$ cat src/rtl/pgwr_pkg.sv
// Shared types for the page write buffer.
package pgwr_pkg;
    // Transfer phase as seen by the bus-event decoder.
    typedef enum logic [1:0] {
        PH_IDLE = 2'd0,
        PH_SEL  = 2'd1,
        PH_DATA = 2'd2
    } phase_t;
endpackage

$ cat src/rtl/pgwr_ctrl.sv
// Bus-event decoder: tracks the transfer phase, the address counter,
// the write-protect capture and the slot right after a data acknowledge.
// Assumes at most one bus event per clock; ignores everything while busy.
module pgwr_ctrl
    import pgwr_pkg::*;
#(
    parameter int AW = 7,
    parameter int PW = 4
) (
    input  logic          clk,
    input  logic          rst_n,
    input  logic          busy,
    input  logic          start_evt,
    input  logic          addr_load,
    input  logic [AW-1:0] addr_in,
    input  logic          data_stb,
    input  logic          bit_stb,
    input  logic          stop_evt,
    input  logic          wp_in,
    input  logic          mask_any,
    output logic [AW-1:0] cur_addr,
    output logic          lat_we,
    output logic [PW-1:0] lat_idx,
    output logic          commit,
    output logic          discard
);
    phase_t        phase;
    logic          wp_lat;
    logic          ack_slot;
    logic [AW-1:0] addr_q;
    logic [AW-1:0] addr_nxt;

    // Next address: only the in-page bits advance.
    always_comb begin
        addr_nxt            = addr_q;
        addr_nxt[PW-1:0]    = addr_q[PW-1:0] + 1'b1;
    end

    // Phase, address, protect and acknowledge-slot tracking.
    always_ff @(posedge clk) begin
        if (!rst_n) begin
            phase    <= PH_IDLE;
            wp_lat   <= 1'b0;
            ack_slot <= 1'b0;
            addr_q   <= '0;
        end else if (!busy) begin
            if (stop_evt) begin
                phase    <= PH_IDLE;
                ack_slot <= 1'b0;
            end else if (start_evt) begin
                phase    <= PH_SEL;
                wp_lat   <= wp_in;
                ack_slot <= 1'b0;
            end else if (addr_load && phase == PH_SEL) begin
                addr_q <= addr_in;
                wp_lat <= wp_lat | wp_in;
                phase  <= PH_DATA;
            end else if (phase == PH_SEL) begin
                wp_lat <= wp_lat | wp_in;
            end else if (data_stb && phase == PH_DATA) begin
                addr_q   <= addr_nxt;
                ack_slot <= 1'b1;
            end else if (bit_stb) begin
                ack_slot <= 1'b0;
            end
        end
    end

    // Latch write request for an accepted data byte.
    always_comb begin
        lat_we  = !busy && !stop_evt && !start_evt && phase == PH_DATA
                  && data_stb && !wp_lat;
        lat_idx = addr_q[PW-1:0];
    end

    // Commit on a stop in the acknowledge slot; any other stop or start drops.
    always_comb begin
        commit  = !busy && stop_evt && phase == PH_DATA && ack_slot && mask_any;
        discard = !busy && (stop_evt || start_evt) && !commit;
    end

    assign cur_addr = addr_q;
endmodule

$ cat src/rtl/pgwr_latch.sv
// Page latch: one byte register per page slot plus a valid mask.
// Assumes clear and write are never needed for the same slot in one clock;
// clear wins.
module pgwr_latch #(
    parameter int PW = 4,
    parameter int DW = 8
) (
    input  logic               clk,
    input  logic               rst_n,
    input  logic               we,
    input  logic [PW-1:0]      widx,
    input  logic [DW-1:0]      wdata,
    input  logic               clr,
    input  logic [PW-1:0]      ridx,
    output logic [DW-1:0]      rdata,
    output logic [(1<<PW)-1:0] mask
);
    localparam int NB = 1 << PW;

    logic [DW-1:0] slot_q [NB];

    // One register per slot, loaded when its index is addressed.
    for (genvar g = 0; g < NB; g++) begin : g_slot
        always_ff @(posedge clk) begin
            if (!rst_n)
                slot_q[g] <= '0;
            else if (we && widx == PW'(g))
                slot_q[g] <= wdata;
        end
    end

    // Valid mask: set per received byte, cleared on discard or completion.
    always_ff @(posedge clk) begin
        if (!rst_n)
            mask <= '0;
        else if (clr)
            mask <= '0;
        else if (we)
            mask[widx] <= 1'b1;
    end

    assign rdata = slot_q[ridx];
endmodule

$ cat src/rtl/pgwr_timer.sv
// Write-cycle timer and commit scanner. On commit it holds busy for
// WR_CYCLES clocks and walks the latch one slot per clock, writing valid
// slots. Assumes WR_CYCLES exceeds the page size so the scan always ends.
module pgwr_timer #(
    parameter int PW        = 4,
    parameter int WR_CYCLES = 250000
) (
    input  logic               clk,
    input  logic               rst_n,
    input  logic               commit,
    input  logic [(1<<PW)-1:0] mask,
    output logic               busy,
    output logic               done,
    output logic [PW-1:0]      scan_idx,
    output logic               scan_we
);
    localparam int NB = 1 << PW;
    localparam int TW = $clog2(WR_CYCLES + 1);
    localparam int IW = PW + 1;

    logic [TW-1:0] tcnt;
    logic [IW-1:0] sidx;
    logic          scanning;

    // Cycle counter and scan pointer.
    always_ff @(posedge clk) begin
        if (!rst_n) begin
            busy <= 1'b0;
            tcnt <= '0;
            sidx <= '0;
        end else if (commit) begin
            busy <= 1'b1;
            tcnt <= '0;
            sidx <= '0;
        end else if (busy) begin
            tcnt <= tcnt + 1'b1;
            if (scanning)
                sidx <= sidx + 1'b1;
            if (done)
                busy <= 1'b0;
        end
    end

    // Scan decode and end-of-cycle flag.
    always_comb begin
        scanning = busy && (sidx < IW'(NB));
        scan_idx = sidx[PW-1:0];
        scan_we  = scanning && mask[sidx[PW-1:0]];
        done     = busy && (tcnt == TW'(WR_CYCLES - 1));
    end
endmodule

$ cat src/rtl/pgwr_array.sv
// Byte array model with one write port and a combinational read port.
// Reset fills it with all ones, which stands in for an erased array.
module pgwr_array #(
    parameter int AW = 7,
    parameter int DW = 8
) (
    input  logic          clk,
    input  logic          rst_n,
    input  logic          we,
    input  logic [AW-1:0] waddr,
    input  logic [DW-1:0] wdata,
    input  logic [AW-1:0] raddr,
    output logic [DW-1:0] rdata
);
    localparam int DEPTH = 1 << AW;

    logic [DW-1:0] mem [DEPTH];

    // Erase on reset, otherwise write one byte when enabled.
    always_ff @(posedge clk) begin
        if (!rst_n) begin
            for (int i = 0; i < DEPTH; i++)
                mem[i] <= '1;
        end else if (we) begin
            mem[waddr] <= wdata;
        end
    end

    assign rdata = mem[raddr];
endmodule

$ cat src/rtl/pgwr_buffer.sv
// Page write buffer top: decoder, page latch, cycle timer and array.
// Assumes AW > PW and WR_CYCLES > 2**PW.
module pgwr_buffer #(
    parameter int AW        = 7,
    parameter int PW        = 4,
    parameter int WR_CYCLES = 250000
) (
    input  logic          clk,
    input  logic          rst_n,
    input  logic          start_evt,
    input  logic          addr_load,
    input  logic [AW-1:0] addr_in,
    input  logic          data_stb,
    input  logic [7:0]    data_in,
    input  logic          bit_stb,
    input  logic          stop_evt,
    input  logic          wp_in,
    input  logic [AW-1:0] rd_addr,
    output logic          busy,
    output logic [AW-1:0] cur_addr,
    output logic          mem_we,
    output logic [AW-1:0] mem_addr,
    output logic [7:0]    mem_wdata,
    output logic [7:0]    rd_data
);
    localparam int NB = 1 << PW;

    logic          lat_we;
    logic [PW-1:0] lat_idx;
    logic          commit;
    logic          discard;
    logic          done;
    logic [PW-1:0] scan_idx;
    logic [NB-1:0] valid_mask;
    logic          mask_any;

    assign mask_any = |valid_mask;

    pgwr_ctrl #(.AW(AW), .PW(PW)) i_ctrl (
        .clk      (clk),
        .rst_n    (rst_n),
        .busy     (busy),
        .start_evt(start_evt),
        .addr_load(addr_load),
        .addr_in  (addr_in),
        .data_stb (data_stb),
        .bit_stb  (bit_stb),
        .stop_evt (stop_evt),
        .wp_in    (wp_in),
        .mask_any (mask_any),
        .cur_addr (cur_addr),
        .lat_we   (lat_we),
        .lat_idx  (lat_idx),
        .commit   (commit),
        .discard  (discard)
    );

    pgwr_latch #(.PW(PW), .DW(8)) i_latch (
        .clk  (clk),
        .rst_n(rst_n),
        .we   (lat_we),
        .widx (lat_idx),
        .wdata(data_in),
        .clr  (discard || done),
        .ridx (scan_idx),
        .rdata(mem_wdata),
        .mask (valid_mask)
    );

    pgwr_timer #(.PW(PW), .WR_CYCLES(WR_CYCLES)) i_timer (
        .clk     (clk),
        .rst_n   (rst_n),
        .commit  (commit),
        .mask    (valid_mask),
        .busy    (busy),
        .done    (done),
        .scan_idx(scan_idx),
        .scan_we (mem_we)
    );

    assign mem_addr = {cur_addr[AW-1:PW], scan_idx};

    pgwr_array #(.AW(AW), .DW(8)) i_array (
        .clk  (clk),
        .rst_n(rst_n),
        .we   (mem_we),
        .waddr(mem_addr),
        .wdata(mem_wdata),
        .raddr(rd_addr),
        .rdata(rd_data)
    );
endmodule

$ cat config.mk
export PLATFORM = sky130hd
export DESIGN_NAME = pgwr_buffer
export DESIGN_NICKNAME = d
export VERILOG_FILES = /design/src/rtl/pgwr_pkg.sv /design/src/rtl/pgwr_ctrl.sv /design/src/rtl/pgwr_latch.sv /design/src/rtl/pgwr_timer.sv /design/src/rtl/pgwr_array.sv /design/src/rtl/pgwr_buffer.sv
export SDC_FILE = /design/constraint.sdc
export NUM_CORES = 2
export LEC_CHECK = 0
export BUFFER_PORTS_ARGS = -buffer_cell sky130_fd_sc_hd__buf_4
export CAP_MARGIN = 5
export CORE_UTILIZATION = 25
export CTS_BUF_LIST = sky130_fd_sc_hd__clkbuf_8
export DETAILED_ROUTE_END_ITERATION = 12
export SLEW_MARGIN = 20
export SYNTH_ARGS = -nofsm -noshare
export SYNTH_HDL_FRONTEND = slang
export SYNTH_SLANG_ARGS = --single-unit
$ cat constraint.sdc
create_clock -name clk -period 8.4 [get_ports clk]
set_input_delay 1.68 -clock clk [delete_from_list [all_inputs] [get_ports clk]]
set_output_delay 1.68 -clock clk [all_outputs]
set_load 0.02 [all_outputs]
Word-level counts from Yosys, hierarchy flattened
Memories as Yosys holds them, arrays and structs flattened. A register that Yosys moved wholly into a read port is not among the register bits.
Index checks and enable logic that the tools add are counted.
Word-level totals
  register bits after elaboration: 51
  memory bits (writable): 1152
  input bits: 30
  output and inout port bits: 32
  word-level logic and storage cells: 211
  memories kept: 2
Memory list
  i_array.mem: words 128, width 8, read ports 1, clocked after Yosys merged registers in 0, write ports 128, RTL line pgwr_array.sv:17  | logic [DW-1:0] mem [DEPTH];
  i_latch.slot_q: words 16, width 8, read ports 1, clocked after Yosys merged registers in 1, write ports 16, RTL line pgwr_latch.sv:20  | logic [DW-1:0] slot_q [NB];
Cells by class
  $add $sub $neg: 3
  order comparisons: 4
  equality and inequality tests: 21
  mux-type cells: 95
  bitwise operators: 22
  reductions and logical operators: 55
Operator list (number)
  2-to-1 mux 8 bit: 17
  2-to-1 mux 1 bit: 67
  logical AND 1 bit: 33
  equality test 4 bit (second input constant): 8
  2-to-1 mux 7 bit: 3
  adder 18 x 1 -> 18 bit (second input constant): 1
  equality test 18 bit (second input constant): 1
  bitwise OR 1 bit: 17
  equality test 4 x 3 -> 1 bit (second input constant): 4
  bitwise OR 16 bit: 1
  OR reduction 16 bit: 1
  2-to-1 mux 4 bit: 3
  less-than comparator 4 x 5 -> 1 bit (second input constant): 2
  equality test 4 x 2 -> 1 bit (second input constant): 2
  AND reduction 4 bit: 2
  OR reduction 8 bit: 1
  2-to-1 mux 2 bit: 3
  inequality test 3 bit (second input constant): 2
  nonzero test 3 bit: 2
  adder 5 x 1 -> 5 bit (second input constant): 1
  logical NOT 1 bit: 5
  less-than comparator 5 bit (second input constant): 1
  AND reduction 5 bit: 1
  adder 4 x 1 -> 4 bit (second input constant): 1
  other kinds (15): 21

Depth between registers and ports, before layout
  depth in word-level cells: 11
  depth in mapped cells: 8
  depth with buffers taken out: 6

Modules after synthesis
Synthesis repeated with hierarchy kept, for this count alone.
Unflattened totals
  cells, all modules: 3629
  area total of the unflattened synthesis: 55635.9 sq um
Modules (own cells, without submodules)
  pgwr_array: instances 1, cells an instance 2970, area each 47211.5 sq um, sequential area each 30749.5 sq um
  pgwr_latch: instances 1, cells an instance 436, area each 6475.0 sq um, sequential area each 4164.0 sq um
  pgwr_timer: instances 1, cells an instance 141, area each 1273.7 sq um, sequential area each 480.5 sq um
  pgwr_ctrl: instances 1, cells an instance 73, area each 615.6 sq um, sequential area each 220.2 sq um
  pgwr_buffer: instances 1, cells an instance 9, area each 60.1 sq um, sequential area each 0.0 sq um

Least setup slack after synthesis
No wires, ideal clock.
  path type: input to output
  from: in rd_addr[0]
  to: out rd_data[0]
  arrival time: 4.127 ns
  required time: 6.720 ns
  path slack: 2.593 ns
  stages: 6
  path buffers: 2
  cell sequence: clkbuf_1 -> clkbuf_1 -> mux4_2 -> mux4_2 -> mux4_2 -> mux2_2
Between the ends
  longest elaborated chain between the ends: 1
RTL lines
  from (decl): RTL line pgwr_buffer.sv:18  | input logic [AW-1:0] rd_addr,
  memory (128 x 8 bit)
  to (decl): RTL line pgwr_buffer.sv:24  | output logic [7:0] rd_data
No other way between the ends.

Worst setup path after layout
  from: in rd_addr[0]
  to: out rd_data[6]
Same word-level chain as after synthesis.

==> flow_summary.ini <==
[status]
status = completed

[logic_synthesis]
yosysSeqAreaShare = 0.675
synth_top_area_frac = 0.654
syn-cell-area_sq_mm = 0.0529
yosysMostFrequentCell = edfxtp_1
synth_nets = 3620
synth_compound_area_frac = 0.0165
syn_area_per_cell_sq_um = 14.8
ys_warn_count = 0
synth.area.mux_share = 0.165
synth-seq-cells = 1207
synth-adder-area-share = 0.00142
yosys.area_share.simple = 0.116
synth_edf_count = 1152
synth_area_leaders = edfxtp_1 65%, mux4_2 16%, nand2_1 7.8%, dfxtp_1 2.1%, and2_1 1.5%
yosysTopAreaCell = edfxtp_1
yosys-top-cells-count = 1152 x edfxtp_1, 1094 x nand2_1, 381 x mux4_2
dominantRegCellSynth = edfxtp_1
syn_inst = 3584
synthXorXnorAreaFrac = 0.00331
synth.distinct_cells = 42
synth_top_family_by_area = multiplexers
async_flop_share = 0

[route]
routedWlPerCell_microns = 23.6
ant_nets = 0
drc = 0
routed_via_density = 4.82
vias = 32100
dr.pass1.iters = 5
drt_iter0_drc = 3845
wirelength_microns = 157000

[cts]
cts_tree = built
cts_buffer_depth = 3
clock_latency_ns = 0.94
post_cts_buffers = 0
cts_hold_buf = 0
root_buffer = clkbuf_8
cts_resized = 0
cts_buffers = 198
htreeDepth = 4
cts.clk_slew.worst_paths_ns = 0.06
clock-sinks = 1207

[sta]
finalHoldViolCount = 0
slew_headroom = 0.208
min_period_ns = 6.68
setup_slack_ns = 1.72
fin_crit_sh = 0.795
slew_violations = 0
rsz0062_at_grt = no
worst_pin_slew_ns = 1.18
finalSetupTns_ns = 0
finClkSkew_ns = 0.0777
fmax_mhz = 150
finalSetupViolCount = 0

[global_routing]
met2_usage = 0.237
grt_pass1_wl_microns = 228000
grt_max_degree = 129
met1_usage = 0.193
grt_pass1_vias = 32500
grt_use_total = 0.146
grt_busiest_layer = met2
antenna_found_initial = 4
grtUsageMet3 = 0.0317
grt_overflow = 0

[placed_design]
dp_hpwl_microns = 90600
port_buffers = 61
gp_congestion = 0.787
pre_cts_ws_ns = 1.68

[setup_path]
path_max_fanout = 57
crit_start = rd_addr[0]
startpoint_type = input pin
cp.arrival_ns = 5.00
cp.required_ns = 6.72
reg2reg_from = i_timer.busy$_SDFF_PN0_
crit_path_end_kind = output port
critPathKind = input pin to output port
crit_chain = buf_8, buf_4, mux4_2, mux4_2, mux4_2, mux2_2, buf_4
cp_common_cell = mux4_2
cpPeakStageDelay_ns = 0.58
crit_slowest_cell = mux4_2

[power]
power_frac_clock = 0.412
seqPwrFrac = 0.549
p_sw_frac = 0.235
switching_power_mw = 2.82
intPower_mw = 9.18
power.density_mw_per_mm2 = 198
p_leak_nw = 14.9
vdd_ir_drop_max_mv = 0.144
share_comb_of_total_power = 0.039

[worst_hold_path]
min_from = i_latch.mask[8]$_SDFFE_PP0N_
hold_path.class = register to register

[floorplan]
die_h_microns = 462
rows = 168
initial_core_util = 0.252
dieArea_sq_mm = 0.213
ios = 62
core_sq_mm = 0.210
die_x_microns = 462

[job]
maxCapViolations = 0

[finish]
syn_to_final_growth_pct = 14.7
drive_above_1_share = 0.221
final_nets = 3723
-- power by group through the flow --
| stage | clock (mW) | combinational (mW) | sequential (mW) |
|---|---|---|---|
| 6_report | 4.94 | 0.464 | 6.59 |
| 5_1_grt | 5.26 | 0.489 | 6.59 |
| 4_1_cts | 5.02 | 0.470 | 6.59 |
| 3_5_place_dp | 0 | 0.470 | 6.72 |
| 3_3_place_gp | 0 | 0.463 | 6.72 |
| 2_1_floorplan | 0 | 0.256 | 6.72 |
-- final cells by class --
type                    instances  area, sq um
well taps                    2805         3510
flip-flops and latches       1207        35700
repair buffers                183         1590
inverters                      21         78.8
fillers                     20900       149000
diodes                          3         7.51
clock buffers                 205         2820
clock inverters               149          895
multi-input cells            2076        16100
-- layer usage --
metal	part of all wire	vias up
li1	-	13500
met1	0.40	16600
met2	0.48	1689
met3	0.094	294
met4	0.032	2
met5	0.000083	-
-- metrics by stage --
step,power (mW),instance area [sq um],hold WS (ns),util,instances
floorplan,6.97,52900,0.435,-,3584
global placement,7.18,56900,0.450,0.271,6292
detailed placement,7.19,56900,0.455,0.271,6292
CTS,12.1,60600,0.464,0.289,6646
global route,12.3,60700,0.490,0.289,6648
finish,12.0,60700,0.464,0.289,6649
-- cells by family (layout without fill, tap and decap cells) --
logic type,Yosys count,count (layout)
flops,1207,1207
fa+ha+maj,6,6
simple gates,1488,1488
mux,393,393
xor+xnor,20,20
compound gates,169,169
buf+inv,301,558
other cells,0,3
-- final timing paths --
check	slack, ns	to	cells past startpoint
max	1.72	rd_data[6]	7
min	0.46	i_latch.mask[8]$_SDFFE_PP0N_	2
max reg2reg	4.04	i_array.mem[10][5]$_SDFFCE_PN1P_	5
min reg2reg	0.46	i_latch.mask[8]$_SDFFE_PP0N_	2
-- worst max-delay path: cells and delay by family --
| family | cells | cell delay (ns) |
|---|---|---|
| buffers and inverters | 3 | 1.20 |
| muxes | 4 | 2.06 |
-- layout by cell type, fill, tap and decap left out, types with 7 or more instances in the layout --
master / Yosys / routed
a21oi_1: 26 / 26
and2_1: 129 / 129
buf_12: 0 / 16
buf_4: 16 / 165
clkbuf_8: 0 / 205
clkinv_1: 0 / 49
clkinv_2: 0 / 17
dfxtp_1: 55 / 53
edfxtp_1: 1152 / 1152
inv_1: 21 / 83
mux2_2: 8 / 8
mux4_2: 381 / 381
nand2_1: 1094 / 1094
nand3_1: 18 / 18
nand4_1: 9 / 9
nor2_1: 183 / 182
nor2b_1: 8 / 8
nor3_1: 8 / 7
nor4_1: 8 / 7
o21ai_0: 134 / 71
o21ai_1: 0 / 43
o21ai_2: 0 / 20
xnor2_1: 9 / 9
xor2_1: 11 / 11
-- state kept, by name (all words and copies together) (netlist names), named ones only --
signal           flops
i_array.mem       1024
i_latch.slot_q     128
i_timer.tcnt        18
i_latch.mask        16
i_ctrl.cur_addr      7
i_timer.sidx         5
i_ctrl.phase         2
i_ctrl.ack_slot      1
i_ctrl.wp_lat        1
i_timer.busy         1
Note: power is estimated with default switching activity, not from simulation.
